<file path="config.mk">
export PLATFORM = sky130hd
export DESIGN_NAME = sar_seq
export DESIGN_NICKNAME = d
export VERILOG_FILES = /design/src/rtl/sar_seq_pkg.sv /design/src/rtl/sar_seq_ctrl.sv /design/src/rtl/sar_seq_trial.sv /design/src/rtl/sar_seq.sv
export SDC_FILE = /design/constraint.sdc
export NUM_CORES = 1
export LEC_CHECK = 0
export BUFFER_PORTS_ARGS = -buffer_cell sky130_fd_sc_hd__buf_2
export CORE_MARGIN = 1.5
export CORE_UTILIZATION = 48
export DETAILED_ROUTE_END_ITERATION = 8
export PLACE_DENSITY = 0.74
export SLEW_MARGIN = 30
export SYNTH_ARGS = -nofsm -noshare
export SYNTH_HDL_FRONTEND = slang
export SYNTH_HIERARCHICAL = 1
export SYNTH_SLANG_ARGS = --single-unit
</file>
<file path="constraint.sdc">
create_clock -name clk -period 1.55 [get_ports clk]
set_input_delay 0.0775 -clock clk [delete_from_list [all_inputs] [get_ports clk]]
set_output_delay 0.0775 -clock clk [all_outputs]
set_load 0.1 [all_outputs]
</file>
<file path="src/rtl/sar_seq_pkg.sv">
package sar_seq_pkg;
    typedef enum logic [1:0] {
        ST_TRACK = 2'd0,
        ST_PARK  = 2'd1,
        ST_TRIAL = 2'd2
    } seq_state_e;
endpackage

</file>
<file path="src/rtl/sar_seq_ctrl.sv">
module sar_seq_ctrl
    import sar_seq_pkg::*;
#(
    parameter int NBITS  = 12,
    parameter int NTRACK = 3
) (
    input  logic             clk,
    input  logic             rst,
    input  logic             start_n,
    output logic [NBITS-1:0] try_bit,
    output logic             last_trial,
    output logic             track_en,
    output logic             azero_en,
    output logic             drdy
);
    localparam int NPER = NTRACK + NBITS;
    localparam int PW   = $clog2(NPER + 1);
    localparam logic [PW-1:0] P_FIRST = PW'(1);
    localparam logic [PW-1:0] P_PARK  = PW'(2);
    localparam logic [PW-1:0] P_AFTER = PW'(3);
    localparam logic [PW-1:0] P_SETTL = PW'(NTRACK);
    localparam logic [PW-1:0] P_LAST  = PW'(NPER);

    seq_state_e    st_q, st_d;
    logic [PW-1:0] per_q, per_d;
    logic          drdy_q, drdy_d;

    // next-state and transition logic
    always_comb begin
        st_d   = st_q;
        per_d  = per_q;
        drdy_d = drdy_q;
        unique case (st_q)
            ST_TRACK: begin
                if (per_q == P_FIRST) begin
                    per_d = P_PARK;
                    if (!start_n) begin
                        drdy_d = 1'b0;        // ACCEPT
                    end else begin
                        st_d = ST_PARK;       // HALT
                    end
                end else if (per_q == P_SETTL) begin
                    st_d  = ST_TRIAL;         // SETTLE
                    per_d = per_q + P_FIRST;
                end else begin
                    per_d = per_q + P_FIRST;
                end
            end
            ST_PARK: begin
                if (!start_n) begin
                    st_d   = ST_TRACK;        // RESUME
                    per_d  = P_AFTER;
                    drdy_d = 1'b0;
                end
            end
            ST_TRIAL: begin
                if (per_q == P_LAST) begin
                    st_d   = ST_TRACK;        // WRAP
                    per_d  = P_FIRST;
                    drdy_d = 1'b1;
                end else begin
                    per_d = per_q + P_FIRST;  // STEP
                end
            end
            default: begin
                st_d   = ST_TRACK;
                per_d  = P_FIRST;
                drdy_d = 1'b0;
            end
        endcase
    end

    // state register
    always_ff @(posedge clk) begin
        if (rst) begin
            st_q   <= ST_TRACK;
            per_q  <= P_FIRST;
            drdy_q <= 1'b0;
        end else begin
            st_q   <= st_d;
            per_q  <= per_d;
            drdy_q <= drdy_d;
        end
    end

    // bit under trial: bit i is tried in period NPER - i
    for (genvar i = 0; i < NBITS; i++) begin : g_try
        assign try_bit[i] = (st_q == ST_TRIAL) && (per_q == PW'(NPER - i));
    end

    // outputs
    always_comb begin
        track_en   = (st_q != ST_TRIAL);
        azero_en   = (st_q != ST_TRIAL);
        last_trial = try_bit[0];
        drdy       = drdy_q;
    end
endmodule

</file>
<file path="src/rtl/sar_seq_trial.sv">
module sar_seq_trial #(
    parameter int NBITS = 12
) (
    input  logic             clk,
    input  logic             rst,
    input  logic             cmp_hi,
    input  logic [NBITS-1:0] try_bit,
    input  logic             last_trial,
    output logic [NBITS-1:0] ref_sel,
    output logic [NBITS-1:0] result
);
    logic [NBITS-1:0] kept_q;

    for (genvar i = 0; i < NBITS; i++) begin : g_bit
        always_ff @(posedge clk) begin
            if (rst) begin
                kept_q[i] <= 1'b0;
            end else if (last_trial) begin
                kept_q[i] <= 1'b0;
            end else if (try_bit[i]) begin
                kept_q[i] <= cmp_hi;
            end
        end

        always_ff @(posedge clk) begin
            if (rst) begin
                result[i] <= 1'b0;
            end else if (last_trial) begin
                result[i] <= try_bit[i] ? cmp_hi : kept_q[i];
            end
        end

        assign ref_sel[i] = kept_q[i] | try_bit[i];
    end
endmodule

</file>
<file path="src/rtl/sar_seq.sv">
module sar_seq #(
    parameter int NBITS  = 12,
    parameter int NTRACK = 3
) (
    input  logic             clk,
    input  logic             rst,
    input  logic             start_n,
    input  logic             cmp_hi,
    output logic [NBITS-1:0] ref_sel,
    output logic             track_en,
    output logic             azero_en,
    output logic [NBITS-1:0] result,
    output logic             drdy
);
    logic [NBITS-1:0] try_bit;
    logic             last_trial;

    sar_seq_ctrl #(.NBITS(NBITS), .NTRACK(NTRACK)) u_ctrl (
        .clk        (clk),
        .rst        (rst),
        .start_n    (start_n),
        .try_bit    (try_bit),
        .last_trial (last_trial),
        .track_en   (track_en),
        .azero_en   (azero_en),
        .drdy       (drdy)
    );

    sar_seq_trial #(.NBITS(NBITS)) u_trial (
        .clk        (clk),
        .rst        (rst),
        .cmp_hi     (cmp_hi),
        .try_bit    (try_bit),
        .last_trial (last_trial),
        .ref_sel    (ref_sel),
        .result     (result)
    );
endmodule

</file>
After elaboration in Yosys (flattened, before gate mapping)

Cells that the tools add are included.

Output and inout port bits: 27
Register bits after elaboration: 30
Input port bits: 4

Bitwise logic cells: 11
Multiplexer cells: 25
$add $sub $neg: 1
Equal/unequal tests: 22
Reduce and logical (&&, ||, !) cells: 16

Operator list:

| cell                  | count |
|---|---|
| $eq A4 B4 Y1 const B  | 8 |
| $eq A4 B3 Y1 const B  | 4 |
| $mux W1               | 14 |
| $logic_and A1 B1 Y1   | 12 |
| $mux W4               | 3 |
| $pmux W4 S3           | 1 |
| $or A1 B1 Y1          | 11 |
| $mux W2               | 5 |
| $pmux W2 S3           | 1 |
| $add A4 B1 Y4 const B | 1 |
| $eq A4 B1 Y1 const B  | 1 |
| $eq A4 B2 Y1 const B  | 1 |
| $ne A2 B1 Y1 const B  | 2 |
| $ne A2 B2 Y1 const B  | 2 |
| $reduce_and A4 Y1     | 1 |
| $ne A3 B1 Y1 const B  | 1 |
| $ne A3 B3 Y1 const B  | 1 |
| $pmux W1 S3           | 1 |
| $eq A2 B1 Y1 const B  | 1 |
| $eq A2 B2 Y1 const B  | 1 |
| $logic_not A2 Y1      | 1 |
| $reduce_and A2 Y1     | 1 |
| $reduce_or A2 Y1      | 1 |

Depth between registers and ports, before layout

Depth in word-level cells: 4
Mapped depth: 8
Mapped depth without buffers: 5

Modules after synthesis

The synthesis kept the hierarchy.

By module, submodules not included:

| module        | times used | cells each | area each (µm²) |
|---|---|---|---|
| sar_seq_trial | 1          | 91         | 909.6 |
| sar_seq_ctrl  | 1          | 70         | 573.0 |

Least setup slack after synthesis

OpenSTA, ideal clock, no wires.

Kind: register to output
From: reg u_ctrl.st_q[0]
To: out track_en
Data arrival time: 1.761 ns
Required time: 1.472 ns
Cell stages (with the launch flop): 5
Path slack: -0.289 ns
Path buffers: 2
Cells stage by stage: dfxtp_1 -> clkbuf_1 -> inv_1 -> nand2_1 -> buf_4

Cells in the longest elaborated chain, start to end: 1

RTL lines:

| what                   | line               | RTL |
|---|---|---|
| from (decl)            | sar_seq_ctrl.sv:24 | `seq_state_e st_q, st_d;` |
| from (signal assigned) | sar_seq_ctrl.sv:80 | `st_q <= st_d;` |
| $ne A2 B2 Y1           | -                  |  |
| to (decl)              | sar_seq.sv:10      | `output logic track_en,` |

No other way between the ends.

Final worst setup path

From: reg u_ctrl.st_q[0]
To: out ref_sel[0]

Cells in the longest elaborated chain, start to end: 2

RTL lines:

| what                | line               | RTL |
|---|---|---|
| $eq A2 B2 Y1        | sar_seq_ctrl.sv:88 | `assign try_bit[i] = (st_q == ST_TRIAL) && (per_q == PW'(NPER - i));` |
| $logic_and A1 B1 Y1 | sar_seq_ctrl.sv:88 |  |
| to (decl)           | sar_seq.sv:9       | `output logic [NBITS-1:0] ref_sel,` |

No other way between the ends.

==> key figures <==
Status
  • Status: finished, violations left
  • Failing checks: setup timing

STA
  • Setup TNS: -1.662 ns
  • Fin. Hold Viols: 0
  • Final count of negative-setup-slack endpoints: 25
  • Relative slew slack: a little under 70%
  • Final WS setup: -0.1934 ns
  • Minimum clock period: 1.743 ns
  • RSZ-0062 raised after global routing: yes
  • Final worst path period share: 112.5%
  • Final Max Tran Viols: 0
  • Max frequency: around 570 MHz
  • Clock Skew: between 0.01 and 0.015 ns
  • Worst-Margin Slew: approximately 0.5 ns

Detailed routing
  • Final WL: just over 4 mm
  • DR WL met2: 2.139 mm
  • DR vias: approximately 1400
  • Met3 routed WL: roughly 220 µm
  • Detailed Routing Iterations Pass 1: 4
  • Routed Antenna Nets: 0
  • Wire per inst: approximately 17 µm
  • Vias/cell: approximately 5.7
  • Top routing layer in use: met4
  • WL met1: approximately 1.7 mm
  • Starting DRT DRC Count: 44
  • Drt drc: 0

Clocking
  • Total CTS buffers: 5
  • CTS Sinks: 31
  • Htree depth: 2
  • Worst-path clk slew: 0.10 ns
  • Skew-Pair Late Insertion Delay: approximately 0.34 ns
  • CTS tree: yes
  • CTS max path bufs: 2
  • Root Buffer: clkbuf_4

Final layout
  • Nets@finish: between 200 and 250
  • Commonest non-fill, non-tap cell in the layout: dfxtp_1
  • Most frequent cells in the layout: dfxtp_1, nor2_1, buf_4
  • Final Util: approximately 76%
  • # diodes: 0
  • # fillers: between 150 and 200
  • Area delta synth->final: 45.91%
  • Layout cells sized above 1: between 50% and 60%

Synth
  • Synth cell types: 33
  • Synth top area share: between 40% and 50%
  • Ranking of synthesized cells by area: dfxtp_1, mux2i_1, a211oi_1
  • Synth area leader: dfxtp_1
  • Post-synth net total: 169
  • Cells after Synth: between 150 and 200
  • Cell Area, Synth: approximately 1500 µm²
  • Part of the Yosys area used for sequential elements: around two fifths
  • Post-synth EDFFs: 0
  • Dominant synthesized flop cell: dfxtp_1
  • Async SR Flop Fraction: 0%
  • Synth Register Bits: 31
  • Synth warn: 6
  • Synth Area per Inst: ~9.2 µm²

Worst setup path
  • Crit-path cells: and4b_2, nand2_2, inv_2, buf_12, or2_4, buf_12
  • Crit path max-delay cell type: dfxtp_4
  • Critical path class: reg -> out
  • Crit Path Max Fanout: 5
  • Worst Path Required: 1.47 ns
  • Worst path max stage delay: between 0.3 and 0.4 ns
  • CP Launch Type: flop
  • Top delay family on crit path: simple AND/OR/NAND/NOR gates
  • WP data arrival: about 1.7 ns
  • CP most frequent cell: buf_12
  • Worst setup EP type: output pin
  • Crit path buffers/inverters: 3

Run
  • Max-cap violation count: 0

Die
  • Die height: roughly 60 µm
  • Die area: around 3400 µm²
  • Cell Rows: 19
  • Ports: 31
  • Initial Util: approximately 52%
  • Die X: 58.58 µm
  • Core area: around 2900 µm²

Placement
  • Buffers on Ports: 30
  • DP Worst Slack: 0.008072 ns
  • Placer congestion estimate: roughly 0.87
  • Hpwl dp: around 2.2 mm

Global route
  • Overflow left after global routing: 0
  • Vias in the first global route: 1369
  • Antenna violations before repair: 0
  • Total GRT Usage: about a quarter
  • Global-route wire length before repair: between 6 and 7 mm
  • Largest net degree at the start of global routing: 22

Min path
  • Worst hold path type: in -> reg

Power
  • Worst VDD drop: ~0.85 mV
  • Pwr Density: between 1000 and 1500 nW/µm²
  • P_leak: 0.8712 nW
-- power by group --
part,total [mW],internal (mW),switching (mW)
clock network,0.669,0.381,0.288
registers,0.951,0.870,0.0813
logic,0.961,0.363,0.598
total,2.58,1.61,0.967
-- worst min-delay path, stage by stage --
cell and delay [ns]:
buf_2 0.14, nor2_2 0.05, o22ai_1 0.11
-- metrics by stage --
stage | area [µm²] | hold slack (ns) | power (mW) | instances
2_1_floorplan | 1488 | 0.1466 | 1.534 | 161
3_3_place_gp | 1764 | 0.4025 | 1.625 | 217
3_5_place_dp | 1764 | 0.4139 | 1.644 | 217
4_1_cts | 2117 | 0.06159 | 2.453 | 237
5_1_grt | 2163 | 0.06811 | 2.681 | 237
6_report | 2163 | 0.08186 | 2.582 | 237
-- sequential cells by signal, summed over array words and instances, names as in the netlist --
| signal | flops |
|---|---|
| u_ctrl/st_q | 2 |
| u_ctrl/per_q | 4 |
| u_trial/kept_q | 12 |
| u_ctrl/drdy | 1 |
| u_trial/result | 12 |
-- what timing repair did --
item	4_1_cts	5_1_grt
setup buffers	10	1
pin swaps	12	7
setup endpoints to repair	17	36
hold buffers	0	0
cloned	2	0
resized for setup	54	18
-- kinds of logic (layout without fill, tap and decap cells) --
group                    count (synthesis)  in the layout  share of synthesized area (%)
AO/OA/AOI/OAI                           26             26                          12.49
XOR/XNOR                                 1              1                         0.5908
adder cells (fa/ha/maj)                  4              4                          3.376
buffers and inverters                   16             60                          7.594
flip-flops                              31             31                          41.86
multiplexers                            12             12                          8.102
AND/OR/NAND/NOR                         71             72                          25.99
-- per-layer routing --
| layer | GRT usage, % | vias up |
|---|---|---|
| met5 | 0 | - |
| met2 | 43.98 | 51 |
| met3 | 6.593 | 14 |
| met4 | 11.69 | 0 |
| met1 | 29.53 | 651 |
| li1 | - | 636 |
-- final cells by class --
cell class,instances,area (µm²),share of cell area [%]
multi-input cells,115,898.4,41.53
clock buffers,6,51.30,2.371
clock inverters,2,35.03,1.619
repair buffers,48,486.7,22.50
well taps,31,38.79,1.793
inverters,4,15.01,0.6940
flip-flops and latches,31,638.1,29.50
-- synthesized netlist by cell type, types with 2 or more instances --
| cell type | count |
|---|---|
| dfxtp_1 | 31 |
| a21oi_1 | 3 |
| o21ai_1 | 2 |
| clkbuf_1 | 2 |
| mux2i_1 | 12 |
| inv_1 | 4 |
| a211oi_1 | 14 |
| nor3b_1 | 2 |
| nand3_1 | 3 |
| ha_1 | 4 |
| o211ai_1 | 2 |
| and2_1 | 11 |
| buf_4 | 4 |
| buf_6 | 5 |
| nand2_1 | 7 |
| nor2_1 | 26 |
| nor2b_1 | 2 |
| or2_2 | 12 |
-- path summary, 6_finish.rpt --
| check | endpoint | slack (ns) | depth (start not counted) | startpoint |
|---|---|---|---|---|
| hold reg to reg | u_trial/result[11] | 0.49 | 2 | u_trial/result[11] |
| setup / recovery | ref_sel[0] | -0.19 | 6 | u_ctrl/st_q[0] |
| hold / removal | u_ctrl/drdy | 0.08 | 3 | start_n |
| setup reg to reg | u_trial/result[0] | -0.07 | 7 | u_ctrl/st_q[0] |
(Power assumes the default switching activity.)
